<file path="config.mk">
export PLATFORM = sky130hd
export DESIGN_NAME = sdr_burst_colgen
export DESIGN_NICKNAME = d
export VERILOG_FILES = /design/src/rtl/sdr_burst_pkg.sv /design/src/rtl/sdr_mode_store.sv /design/src/rtl/sdr_beat_track.sv /design/src/rtl/sdr_col_path.sv /design/src/rtl/sdr_burst_colgen.sv
export SDC_FILE = /design/constraint.sdc
export NUM_CORES = 1
export LEC_CHECK = 0
export ABC_CLOCK_PERIOD_IN_PS = 6590
export BUFFER_PORTS_ARGS = -buffer_cell sky130_fd_sc_hd__buf_2
export CAP_MARGIN = 20
export CORE_AREA = 4 4 89 91
export CTS_BUF_LIST = sky130_fd_sc_hd__clkbuf_8
export DETAILED_ROUTE_END_ITERATION = 6
export DIE_AREA = 0 0 93 95
export PLACE_DENSITY = 0.44
export SETUP_SLACK_MARGIN = 0.15
export SLEW_MARGIN = 15
export SYNTH_ARGS = -nofsm -noshare
export SYNTH_HDL_FRONTEND = slang
export SYNTH_SLANG_ARGS = --single-unit
</file>
<file path="constraint.sdc">
create_clock -name clk -period 6.59 [get_ports clk]
set_input_delay 1.318 -clock clk [delete_from_list [all_inputs] [get_ports clk]]
set_output_delay 1.318 -clock clk [all_outputs]
set_load 0.02 [all_outputs]
</file>
<file path="src/rtl/sdr_burst_pkg.sv">
package sdr_burst_pkg;
  localparam int COL_W   = 8;
  localparam int MR_W    = 10;
  localparam int BL_LSB  = 0;
  localparam int BT_BIT  = 3;
  localparam int CL_LSB  = 4;
  localparam int OP_LSB  = 7;
  localparam int BNK_BIT = 9;

  typedef enum logic {ORD_SEQ = 1'b0, ORD_ILV = 1'b1} order_e;

  typedef struct packed {
    logic [COL_W-1:0] mask;
    order_e           ord;
    logic [1:0]       cas;
    logic [1:0]       op;
  } mode_t;

  // length code legal for the given order
  function automatic logic bl_ok(logic [2:0] code, order_e ord);
    case (code)
      3'b000, 3'b001, 3'b010, 3'b011: return 1'b1;
      3'b111:                         return ord == ORD_SEQ;
      default:                        return 1'b0;
    endcase
  endfunction

  // beats-1 as a low-bit mask
  function automatic logic [COL_W-1:0] bl_mask(logic [2:0] code);
    case (code)
      3'b000:  return COL_W'(0);
      3'b001:  return COL_W'(1);
      3'b010:  return COL_W'(3);
      3'b011:  return COL_W'(7);
      default: return '1;
    endcase
  endfunction

  function automatic logic cl_ok(logic [2:0] code);
    return (code[2] == 1'b0) && (code[1:0] != 2'b00);
  endfunction

  // column of a beat: low bits move, upper bits kept
  function automatic logic [COL_W-1:0] beat_col(logic [COL_W-1:0] base,
                                                logic [COL_W-1:0] beat,
                                                logic [COL_W-1:0] mask,
                                                order_e ord);
    logic [COL_W-1:0] off;
    off = (ord == ORD_ILV) ? (base ^ beat) : (base + beat);
    return (base & ~mask) | (off & mask);
  endfunction
endpackage

</file>
<file path="src/rtl/sdr_mode_store.sv">
module sdr_mode_store
  import sdr_burst_pkg::*;
(
  input  logic            clk,
  input  logic            rst_n,
  input  logic            load,
  input  logic [MR_W-1:0] word,
  output mode_t           mode,
  output logic            illegal
);
  logic [2:0] bl_code;
  logic [2:0] cl_code;
  order_e     ord_in;
  logic       legal;
  logic       ev_load_ok;
  logic       ev_load_bad;
  mode_t      cand;

  always_comb begin
    bl_code     = word[BL_LSB +: 3];
    cl_code     = word[CL_LSB +: 3];
    ord_in      = order_e'(word[BT_BIT]);
    legal       = bl_ok(bl_code, ord_in) && cl_ok(cl_code) && !word[BNK_BIT];
    ev_load_ok  = load && legal;
    ev_load_bad = load && !legal;
    cand.mask   = bl_mask(bl_code);
    cand.ord    = ord_in;
    cand.cas    = cl_code[1:0];
    cand.op     = word[OP_LSB +: 2];
  end

  always_ff @(posedge clk) begin
    if (!rst_n) begin
      mode    <= '{mask: '0, ord: ORD_SEQ, cas: 2'd2, op: 2'b00};
      illegal <= 1'b0;
    end else if (ev_load_ok) begin
      mode    <= cand;
      illegal <= 1'b0;
    end else if (ev_load_bad) begin
      illegal <= 1'b1;
    end
  end

  assert_bad_flag_R6: assert property (@(posedge clk) disable iff (!rst_n)
    ev_load_bad |=> illegal);
  assert_bad_keeps_R6: assert property (@(posedge clk) disable iff (!rst_n)
    ev_load_bad |=> $stable(mode));
  assert_ok_clears_R2: assert property (@(posedge clk) disable iff (!rst_n)
    ev_load_ok |=> !illegal && (mode.cas != 2'd0));
  assert_retain_R7: assert property (@(posedge clk) disable iff (!rst_n)
    !load |=> $stable(mode) && $stable(illegal));
endmodule

</file>
<file path="src/rtl/sdr_beat_track.sv">
module sdr_beat_track
  import sdr_burst_pkg::*;
(
  input  logic             clk,
  input  logic             rst_n,
  input  logic             start,
  input  logic [COL_W-1:0] mask_in,
  output logic [COL_W-1:0] beat,
  output logic [COL_W-1:0] lim,
  output logic             active,
  output logic             last
);
  always_ff @(posedge clk) begin
    if (!rst_n) begin
      beat   <= '0;
      lim    <= '0;
      active <= 1'b0;
    end else if (start) begin
      beat   <= '0;
      lim    <= mask_in;
      active <= 1'b1;
    end else if (active) begin
      if (beat == lim) active <= 1'b0;
      else             beat   <= beat + COL_W'(1);
    end
  end

  assign last = active && (beat == lim);

  assert_last_ends_R8: assert property (@(posedge clk) disable iff (!rst_n)
    last && !start |=> !active);
  assert_restart_R9: assert property (@(posedge clk) disable iff (!rst_n)
    start |=> active && (beat == '0));
  assert_in_block_R8: assert property (@(posedge clk) disable iff (!rst_n)
    active |-> ((beat & ~lim) == '0));
endmodule

</file>
<file path="src/rtl/sdr_col_path.sv">
module sdr_col_path
  import sdr_burst_pkg::*;
(
  input  logic             clk,
  input  logic             rst_n,
  input  logic             start,
  input  logic [COL_W-1:0] col_in,
  input  order_e           ord_in,
  input  logic [COL_W-1:0] beat,
  input  logic [COL_W-1:0] lim,
  output order_e           ord_q,
  output logic [COL_W-1:0] col
);
  logic [COL_W-1:0] base_q;

  always_ff @(posedge clk) begin
    if (!rst_n) begin
      base_q <= '0;
      ord_q  <= ORD_SEQ;
    end else if (start) begin
      base_q <= col_in;
      ord_q  <= ord_in;
    end
  end

  assign col = beat_col(base_q, beat, lim, ord_q);

  assert_ord_held_R10: assert property (@(posedge clk) disable iff (!rst_n)
    !start |=> $stable(ord_q) && $stable(base_q));
endmodule

</file>
<file path="src/rtl/sdr_burst_colgen.sv">
module sdr_burst_colgen
  import sdr_burst_pkg::*;
(
  input  logic             clk,
  input  logic             rst_n,
  input  logic             mrs_stb,
  input  logic [MR_W-1:0]  mrs_word,
  input  logic             burst_stb,
  input  logic [COL_W-1:0] burst_col,
  output logic [COL_W-1:0] col_addr,
  output logic             col_valid,
  output logic             col_last,
  output logic [1:0]       cas_lat,
  output logic [1:0]       wr_op,
  output logic             mode_illegal
);
  mode_t            mode;
  logic [COL_W-1:0] beat;
  logic [COL_W-1:0] lim;
  order_e           ord_q;

  sdr_mode_store u_store (
    .clk     (clk),
    .rst_n   (rst_n),
    .load    (mrs_stb),
    .word    (mrs_word),
    .mode    (mode),
    .illegal (mode_illegal)
  );

  sdr_beat_track u_track (
    .clk     (clk),
    .rst_n   (rst_n),
    .start   (burst_stb),
    .mask_in (mode.mask),
    .beat    (beat),
    .lim     (lim),
    .active  (col_valid),
    .last    (col_last)
  );

  sdr_col_path u_path (
    .clk    (clk),
    .rst_n  (rst_n),
    .start  (burst_stb),
    .col_in (burst_col),
    .ord_in (mode.ord),
    .beat   (beat),
    .lim    (lim),
    .ord_q  (ord_q),
    .col    (col_addr)
  );

  assign cas_lat = mode.cas;
  assign wr_op   = mode.op;

  assert_first_col_R8: assert property (@(posedge clk) disable iff (!rst_n)
    burst_stb |=> col_valid && (col_addr == $past(burst_col)));
  assert_seq_step_R4: assert property (@(posedge clk) disable iff (!rst_n)
    col_valid && !col_last && !burst_stb && (ord_q == ORD_SEQ) |=>
      (((col_addr - $past(col_addr)) & $past(lim)) == COL_W'(1)));
  assert_upper_fixed_R5: assert property (@(posedge clk) disable iff (!rst_n)
    col_valid && !col_last && !burst_stb |=>
      (((col_addr ^ $past(col_addr)) & ~$past(lim)) == '0));
  assert_last_valid_R8: assert property (@(posedge clk) disable iff (!rst_n)
    col_last |-> col_valid);
endmodule

</file>
# After elaboration in Yosys (flattened, before gate mapping)
# Index checks and enable logic that the tools add are counted.
[word_totals] ff_bits=40 latchBits=0 mem_bits_ro=0 input_bits=22 elab_cells=46 n_memories=0 output_inout_bits=15 ram_bits=0
[op_classes] n_div=0 shifts=0 n_lt_le_gt_ge=0 bitwise=9 mul=0 n_mux=6 add_sub_neg=2 n_eq_ne=5 reduce_logical=14
[ops] cell="8-bit one-hot mux with 4 select lines" count=1
[ops] cell="8-bit bitwise AND" count=2
[ops] cell="8-bit by 1-bit adder with 8-bit output, second input constant" count=1
[ops] cell="8-bit adder" count=1
[ops] cell="8-bit == test" count=1
[ops] cell="8-bit two-way mux" count=1
[ops] cell="8-bit NOT" count=1
[ops] cell="8-bit bitwise OR" count=1
[ops] cell="8-bit bitwise XOR" count=1
[ops] cell="3-bit by 2-bit == test with 1-bit output, second input constant" count=2
[ops] cell="1-bit logical AND" count=6
[ops] cell="1-bit NOT" count=4
[ops] cell="2-bit OR reduction" count=2
[ops] cell="4-bit OR reduction" count=1
[ops] cell="3-bit by 1-bit == test with 1-bit output, second input constant" count=1
[ops] cell="3-bit == test, second input constant" count=1
[ops] cell="3-bit zero test" count=1
[ops] cell="1-bit two-way mux" count=3
[ops] cell="1-bit zero test" count=2
[ops] cell="1-bit one-hot mux with 2 select lines" count=1
[ops] cell="2-bit AND reduction" count=1
[ops] cell="2-bit nonzero test" count=1

# Longest topological paths before layout
# Gate-level depths: netlist of the first run.
[depth] ltp_word=7 ltp_mapped=8 ltp_nobuf=8

# Modules after synthesis
# Synthesis of the first run repeated with hierarchy kept, for this count alone.
[hier_totals] cells_unflattened=220 area_unflattened_um2=2052.0
[modules_own_cells] module="sdr_beat_track" seq_area_each_um2=340.3 cells_per_inst=85 area_per_inst_um2=819.5 instances=1
[modules_own_cells] module="sdr_col_path" seq_area_each_um2=180.2 cells_per_inst=93 area_per_inst_um2=783.3 instances=1
[modules_own_cells] module="sdr_mode_store" seq_area_each_um2=200.2 cells_per_inst=42 area_per_inst_um2=449.2 instances=1

# Least setup slack after synthesis of the first run
# OpenSTA, ideal clock, no wires.
[synth_path] path_type="reg-to-output" startpoint="reg u_track.beat[0]" endpoint="out col_addr[6]" t_required_ns=5.272 arrival_time_ns=1.832 path_buffers=0 path_slack_ns=3.440 path_stages_with_launch=9 cell_sequence="dfxtp_1 -> ha_1 -> inv_1 -> fa_1 -> nor2b_1 -> o21ai_1 -> a211oi_1 -> o21ai_0 -> a31o_2"
[synth_via] elab_chain_len=4
[synth_rtl] item="start, declared" line="sdr_beat_track.sv:8" rtl="output logic [COL_W-1:0] beat,"
[synth_rtl] item="start signal, assigned" line="sdr_beat_track.sv:24" rtl="else beat <= beat + COL_W'(1);"
[synth_rtl] item="8-bit adder" line="sdr_burst_pkg.sv:49" rtl="off = (ord == ORD_ILV) ? (base ^ beat) : (base + beat);"
[synth_rtl] item="8-bit two-way mux" line="sdr_burst_pkg.sv:49"
[synth_rtl] item="8-bit bitwise AND" line="sdr_burst_pkg.sv:50" rtl="return (base & ~mask) | (off & mask);"
[synth_rtl] item="8-bit bitwise OR" line="sdr_burst_pkg.sv:50"
[synth_rtl] item="end, declared" line="sdr_burst_colgen.sv:10" rtl="output logic [COL_W-1:0] col_addr,"
# Every way passes these cells.

# Worst setup path after layout of the first run
# Ends and elaborated chain as after synthesis.

==> results by group, run 1 <==
Status
  – Run status: finished, final reports clean

Logic synthesis
  – Number of synthesized register bits: 32
  – Netlist Area Pre-Place: 0.00180 mm²
  – Count of unique library cells instantiated by Yosys: 43
  – Number of warnings issued by yosys: 0
  – Syn avg cell area: 8.96 µm²
  – Synth Area in Compound Gates: 0.128
  – Synthesized instance count: 201
  – Synth area leaders: sky130_fd_sc_hd__dfxtp_1, sky130_fd_sc_hd__mux2i_1, sky130_fd_sc_hd__nor2b_1
  – Net count of the mapped netlist: 232
  – Most common flop cell mapped by yosys: sky130_fd_sc_hd__dfxtp_1
  – Sequential-to-total area share from yosys stat: 0.356
  – Post-Synth XOR/XNOR Area: 0.0681
  – Top-area cell type share of the netlist area: 0.356
  – Largest area contributor in the netlist: sky130_fd_sc_hd__dfxtp_1
  – Number of synthesized flops with an enable pin: 0
  – Proportion of register bits with asynchronous set or reset after synthesis: 0
  – Dominant combinational cell family by area after synthesis: simple AND/OR/NAND/NOR gates
  – Multiplexer share of the synthesized area: 0.112
  – Simple logic cell fraction of the synthesized area: 0.220
  – Area share of fa/ha/maj cells after synthesis: 0.0667

Setup path
  – CP max stage delay: 0.44 ns
  – RR Startpoint: u_track.lim[6]$_SDFFE_PN0P_
  – Type of element capturing the critical path: primary output
  – Data required time of the critical path: 5.27 ns
  – Critical Path Slowest Stage Cell: sky130_fd_sc_hd__dfxtp_1
  – Ordered list of cells on the worst path: ha_1, inv_1, fa_1, nor2b_1, o21ai_1, a211oi_1, o21ai_0, a31o_2, buf_2
  – Worst Setup Start Kind: flip-flop
  – Peak fanout along the critical path: 5
  – Critical Setup Path Class: flip-flop to primary output
  – Setup slack of the most critical reg-to-reg path: 4.94 ns
  – Signal arrival time at the worst endpoint: 2.39 ns
  – Number of cells on the worst reg-to-reg path: 5
  – Start point of the critical path: u_track.beat[0]$_SDFFE_PP0P_
  – Worst R2R End: u_track.beat[1]$_SDFFE_PP0P_

STA
  – Count of final max-slew check failures: 0
  – Final Cycle Share: 0.562
  – Least-Margin Pin Slew: 0.541 ns
  – Time the final worst path needs with I/O delays and setup: 3.71 ns
  – Unrepaired setup endpoints after global routing: false
  – Max transition margin: 0.637
  – Worst hold margin: 0.480 ns
  – Final clock skew: 0.00696 ns
  – Setup-violating endpoint count in the final report: 0
  – Smallest setup slack after layout: 2.88 ns
  – Highest clock frequency the design can meet: 270 MHz
  – Fin Setup TNS: 0 ns
  – Total count of hold-check failures in the final report: 0

Clock tree
  – CTS resizes: 0
  – Buffers from clock root to sink, at most: 2
  – Buffer type at the clock tree root: sky130_fd_sc_hd__clkbuf_8
  – Number of clock buffers inserted by TritonCTS: 5
  – Clock insertion delay at the later pin of the skew report: 0.28 ns
  – CTS tree: yes
  – Deepest level of the CTS H-tree: 2
  – Hold Buf Count CTS: 0
  – Number of sinks driven by the clock tree: 32
  – Clock slew at reported path FFs: 0.07 ns
  – Setup Buffers After CTS: 0

Floorplan
  – Width of the die: 93 µm
  – Top-level port count: 37
  – Die footprint: 0.00884 mm²
  – Num rows: 31
  – Floorplan die height: 95 µm
  – Core Box Area: 0.00714 mm²
  – Initial core utilization: 0.252

Finish
  – Diodes inserted: 0
  – Layout Utilization: 0.300
  – Share of final-layout standard cells stronger than drive strength 1: 0.220
  – Area of combinational cells with multiple inputs: 0.00107 mm²
  – Finished Cell Area: 0.00214 mm²
  – Reg area: 641 µm²
  – Filler cell count: 807
  – Number of nets in the finished design: 262
  – Signed area change from the synthesized netlist to the final layout: 18.8%

Hold path
  – Hold crit path type: flip-flop to flip-flop
  – Min-Delay Endpoint: u_store.mode[3]$_SDFFE_PN1P_
  – Worst Min Path Start: u_store.mode[3]$_SDFFE_PN1P_
  – Cell depth of the worst min-delay path: 2

Power
  – Leakage: 0.000892 µW
  – Areal power density over the cells: 203 mW/mm²
  – Worst IR Drop VDD: 77.2 µV

Global routing
  – Via count of the first global-routing pass: 1340
  – Congestion Overflow GR: 0
  – GRT Util Overall: 0.0948
  – Number of antenna violations at the first check in global routing: 0
  – Maximum number of pins on one net before global-route repair: 25
  – Wire length of the first global-routing pass: 6.58 mm

Placed design
  – Dpl cell area: 0.00203 mm²
  – Number of input and output port buffers inserted: 36
  – Routability Congestion: 0.769
  – Detailed placer's ending HPWL: 2.97 mm
  – Placement Setup Slack: 3.17 ns

Route
  – DRC violations left: 0
  – Detail Route Antenna Nets: 0
  – Drt pass-1 iters: 4
  – Violation count after the first detailed-route iteration: 51
  – Routed wire length: 3.93 mm
  – Ratio of routed vias to standard cells: 4.27
  – Total via count in the routed design: 1414
  – Average wire per standard cell: 11.9 µm

Job
  – Number of maximum-capacitance constraint violations: 0
[cells in the mapped netlist, types with 2 or more instances]
cell type and count:
sky130_fd_sc_hd__clkbuf_1 5, sky130_fd_sc_hd__inv_1 4, sky130_fd_sc_hd__nand2_1 12, sky130_fd_sc_hd__and3_1 2, sky130_fd_sc_hd__ha_1 8, sky130_fd_sc_hd__o21ai_0 7
sky130_fd_sc_hd__or3_1 2, sky130_fd_sc_hd__nor2b_1 18, sky130_fd_sc_hd__nor2_1 23, sky130_fd_sc_hd__dfxtp_1 32, sky130_fd_sc_hd__xor2_1 4, sky130_fd_sc_hd__a21oi_1 11
sky130_fd_sc_hd__nand2b_1 3, sky130_fd_sc_hd__buf_4 4, sky130_fd_sc_hd__xnor2_1 10, sky130_fd_sc_hd__nand4_1 4, sky130_fd_sc_hd__a211oi_1 4, sky130_fd_sc_hd__mux2i_1 19
sky130_fd_sc_hd__nor3_1 3, sky130_fd_sc_hd__a2111oi_0 2, sky130_fd_sc_hd__nor4_1 2
[sequential cells by signal, indices dropped and copies added (netlist names)]
register / count
u_track.beat: 8
u_track.lim: 4
u_path.ord_q: 1
u_store.illegal: 1
u_track.active: 1
u_path.base_q: 8
u_store.mode: 9
[how the worst max path moves through the flow]
| stage | cells after the start | to | slack [ns] |
|---|---|---|---|
| detailed placement | 9 | col_addr[6] | 3.17 |
| global placement | 9 | col_addr[6] | 3.22 |
| floorplan | 8 | col_addr[6] | 3.44 |
| CTS | 9 | col_addr[6] | 2.85 |
| global route | 9 | col_addr[6] | 2.62 |
| finish | 9 | col_addr[6] | 2.88 |
[critical path, delay by kind of cell, from the launching register on]
family	cells	cell delay (ns)
DFF	1	0.44
AOI/OAI and AO/OA	4	0.72
and+or+nand+nor	1	0.12
buffers and inverters	2	0.21
adders and majority gates	2	0.61
[area by class of cell]
cell class              instances  share of cell area
inverters                       4             0.00702
well taps                      99              0.0579
clock buffers                   5              0.0322
multi-input cells             152               0.501
flip-flops and latches         32               0.300
clock inverters                 3              0.0181
repair buffers                 36              0.0843
[per-stage QoR]
step           cells  total power (µW)
6_report         331               435
5_1_grt          331               457
4_1_cts          331               441
3_5_place_dp     323               256
3_3_place_gp     323               256
2_1_floorplan    201               240
[per-layer routing]
layer  vias up  global-route usage  share of wire
met4         0              0.0330         0.0069
met2        39               0.143           0.43
li1        756                   -              -
met3         2              0.0311          0.057
met1       617               0.127           0.50
met5         -                   0              0
[placed cells by master, fill, tap and decap left out, drive strengths merged, types with 2 or more instances in the layout]
cell / count
a211oi: 4
nand2: 12
nand2b: 3
buf: 36
nor2b: 18
nand4: 4
or3: 3
and3: 2
xor2: 4
nor4: 3
nor3: 4
clkbuf: 5
a2111oi: 2
ha: 8
a21boi: 2
nor2: 23
dfxtp: 32
a21oi: 11
xnor2: 10
inv: 5
mux2i: 19
o21ai: 8
[power by group]
group	internal, µW	switching (µW)
Combinational	21.4	26.3
Clock	111	72.6
Sequential	199	4.61
[cell families after synthesis]
| logic type | after synthesis |
|---|---|
| buf+inv | 17 |
| simple gates | 74 |
| mux | 20 |
| fa+ha+maj | 9 |
| compound gates | 35 |
| flops | 32 |
| xor+xnor | 14 |
Power figures use the tool's default switching activity.
==> run 2: changes to the inputs <==
--- a/config.mk
+++ b/config.mk
@@ -5,7 +5,7 @@
 export SDC_FILE = /design/constraint.sdc
 export NUM_CORES = 1
 export LEC_CHECK = 0
-export ABC_CLOCK_PERIOD_IN_PS = 6590
+export ABC_CLOCK_PERIOD_IN_PS = 3580
 export BUFFER_PORTS_ARGS = -buffer_cell sky130_fd_sc_hd__buf_2
 export CAP_MARGIN = 20
 export CORE_AREA = 4 4 89 91
==> constraint.sdc (replaced) <==
create_clock -name clk -period 3.58 [get_ports clk]
set_input_delay 0.716 -clock clk [delete_from_list [all_inputs] [get_ports clk]]
set_output_delay 0.716 -clock clk [all_outputs]
set_load 0.02 [all_outputs]
==> run 2 against run 1 <==
Flip-flop and latch count stayed put. Die area did not move. Via count decreased by 0.78%. Worst hold slack worse by 0.0082 ns.
==> results by group, run 2 (synthesis gave the netlist of run 1 again) <==
Status
  – Run status: finished, final reports clean

Finish
  – Registers with the highest flip-flop counts: u_store.mode x9, u_path.base_q x8, u_track.beat x8
  – Signed area change from the synthesized netlist to the final layout: 17.9%
  – Share of final-layout standard cells stronger than drive strength 1: 0.224
  – Reg with most FFs: u_store.mode
  – Most frequent cells in the layout: sky130_fd_sc_hd__buf_2, sky130_fd_sc_hd__dfxtp_1, sky130_fd_sc_hd__nor2_1, sky130_fd_sc_hd__mux2i_1, sky130_fd_sc_hd__nor2b_1
  – Finished Cell Area: 0.00212 mm²
  – Number of nets in the finished design: 262
  – Number of flip-flops in the largest register: 9
  – Most common cell after layout, fill and taps aside: sky130_fd_sc_hd__buf_2
  – Diodes inserted: 0

Floorplan
  – Core Box Area: 0.00714 mm²
  – Die footprint: 0.00884 mm²
  – Width of the die: 93 µm
  – Num rows: 31
  – Floorplan die height: 95 µm
  – Initial core utilization: 0.252
  – Top-level port count: 37

Placed design
  – Routability Congestion: 0.769
  – Detailed placer's ending HPWL: 2.96 mm
  – Dpl cell area: 0.00203 mm²
  – Number of input and output port buffers inserted: 36

Setup path
  – Setup slack of the most critical reg-to-reg path: 1.94 ns
  – Worst R2R End: u_track.beat[7]$_SDFFE_PP0P_
  – Signal arrival time at the worst endpoint: 2.39 ns
  – Critical Path Slowest Stage Cell: sky130_fd_sc_hd__dfxtp_1
  – Start point of the critical path: u_track.beat[0]$_SDFFE_PP0P_
  – CP Depth: 9
  – Critical Setup Path Class: flip-flop to primary output
  – Peak fanout along the critical path: 5
  – Number of buffers and inverters on the critical path: 2
  – Worst Setup Start Kind: flip-flop
  – Gate family responsible for the most delay along the worst path: compound AO/OA/AOI/OAI gates
  – Number of cells on the worst reg-to-reg path: 5
  – RR Startpoint: u_track.lim[6]$_SDFFE_PN0P_
  – CP max stage delay: 0.44 ns
  – Ordered list of cells on the worst path: ha_1, inv_1, fa_1, nor2b_1, o21ai_1, a211oi_1, o21ai_0, a31o_2, buf_2
  – Type of element capturing the critical path: primary output
  – End of the critical path: col_addr[6]
  – Data required time of the critical path: 2.86 ns

Power
  – Worst IR Drop VDD: 171 µV
  – Areal power density over the cells: 353 mW/mm²
  – Clk network pwr share: 0.383
  – Leakage: 0.000884 µW
  – Internal power component: 559 µW
  – Switch share: 0.253
  – Flop pwr share: 0.501
  – Comb power frac: 0.117
  – Switching power: 190 µW

Clock tree
  – Setup Buffers After CTS: 0
  – Clock slew at reported path FFs: 0.07 ns
  – Number of sinks driven by the clock tree: 32
  – Deepest level of the CTS H-tree: 2
  – CTS resizes: 0
  – CTS tree: yes
  – Clock insertion delay at the later pin of the skew report: 0.28 ns
  – Buffers from clock root to sink, at most: 2
  – Number of clock buffers inserted by TritonCTS: 5
  – Hold Buf Count CTS: 0
  – Buffer type at the clock tree root: sky130_fd_sc_hd__clkbuf_8

Global routing
  – Congestion Overflow GR: 0
  – GRT Util Overall: 0.0919
  – Number of antenna violations at the first check in global routing: 0
  – Maximum number of pins on one net before global-route repair: 25
  – Via count of the first global-routing pass: 1380
  – Wire length of the first global-routing pass: 6.47 mm

Route
  – Routed wire length: 3.88 mm
  – Detail Route Antenna Nets: 0
  – Ratio of routed vias to standard cells: 4.24
  – Drt pass-1 iters: 4
  – DRC violations left: 0
  – Violation count after the first detailed-route iteration: 78
  – Total via count in the routed design: 1403
  – Average wire per standard cell: 11.7 µm

STA
  – Highest clock frequency the design can meet: 321 MHz
  – Unrepaired setup endpoints after global routing: false
  – Final Cycle Share: 0.869
  – Worst hold margin: 0.472 ns
  – Max transition margin: 0.644
  – Time the final worst path needs with I/O delays and setup: 3.11 ns
  – Final clock skew: 0.00471 ns
  – Count of final max-slew check failures: 0
  – Setup-violating endpoint count in the final report: 0
  – Fin Setup TNS: 0 ns
  – Least-Margin Pin Slew: 0.531 ns
  – Total count of hold-check failures in the final report: 0

Hold path
  – Hold crit path type: flip-flop to flip-flop

Job
  – Number of maximum-capacitance constraint violations: 0
[run 2: changes by cell type in the layout (fill, tap and decap cells not counted), sizes merged]
cell	delta
bufinv	-1
clkinv	+1
clkbuf	+1
inv	-1
[run 2: layer usage]
layer / wire length [µm] / track usage
met1: 1990 / 0.120
met2: 1650 / 0.146
met3: 198 / 0.0279
met4: 34 / 0.0269
met5: 0 / 0
[run 2: tightest hold or removal path: cells and delay by family (launching register included)]
family	cells	cell delay, ns
flip-flops	1	0.33
multiplexers	1	0.06
AND/OR/NAND/NOR	1	0.06
[run 2: power by group through the flow]
stage	Clock (µW)	Sequential, µW	Combinational, µW
floorplan	0	382	59.7
global placement	0	383	88.4
detailed placement	0	383	88.7
CTS	300	375	88.9
global route	307	376	97.2
finish	286	375	87.3
[run 2: through the flow]
stage | std cells | util | total power [µW] | setup slack, ns
2_1_floorplan | 201 | - | 442 | 1.03
3_3_place_gp | 323 | 0.285 | 471 | 0.811
3_5_place_dp | 323 | 0.285 | 472 | 0.752
4_1_cts | 331 | 0.298 | 763 | 0.445
5_1_grt | 331 | 0.298 | 781 | 0.212
6_report | 331 | 0.298 | 749 | 0.469
[run 2: how the worst min path moves through the flow]
stage | start | to | depth (start not counted)
floorplan | u_store.mode[11]$_SDFFE_PN0P_ | u_store.mode[11]$_SDFFE_PN0P_ | 2
global placement | u_store.mode[3]$_SDFFE_PN1P_ | u_store.mode[3]$_SDFFE_PN1P_ | 2
detailed placement | u_store.mode[3]$_SDFFE_PN1P_ | u_store.mode[3]$_SDFFE_PN1P_ | 2
CTS | u_store.mode[3]$_SDFFE_PN1P_ | u_store.mode[3]$_SDFFE_PN1P_ | 2
global route | u_store.mode[4]$_SDFFE_PN0P_ | u_store.mode[4]$_SDFFE_PN0P_ | 2
finish | u_store.mode[3]$_SDFFE_PN1P_ | u_store.mode[3]$_SDFFE_PN1P_ | 2
[run 2: final cells by class]
class,count,area [µm²]
Fill cell,798,5010
Timing Repair Buffer,36,180
Multi-Input combinational cell,152,1070
Clock inverter,2,10.0
Inverter,4,15.0
Tap cell,99,124
Sequential cell,32,641
Clock buffer,6,82.6
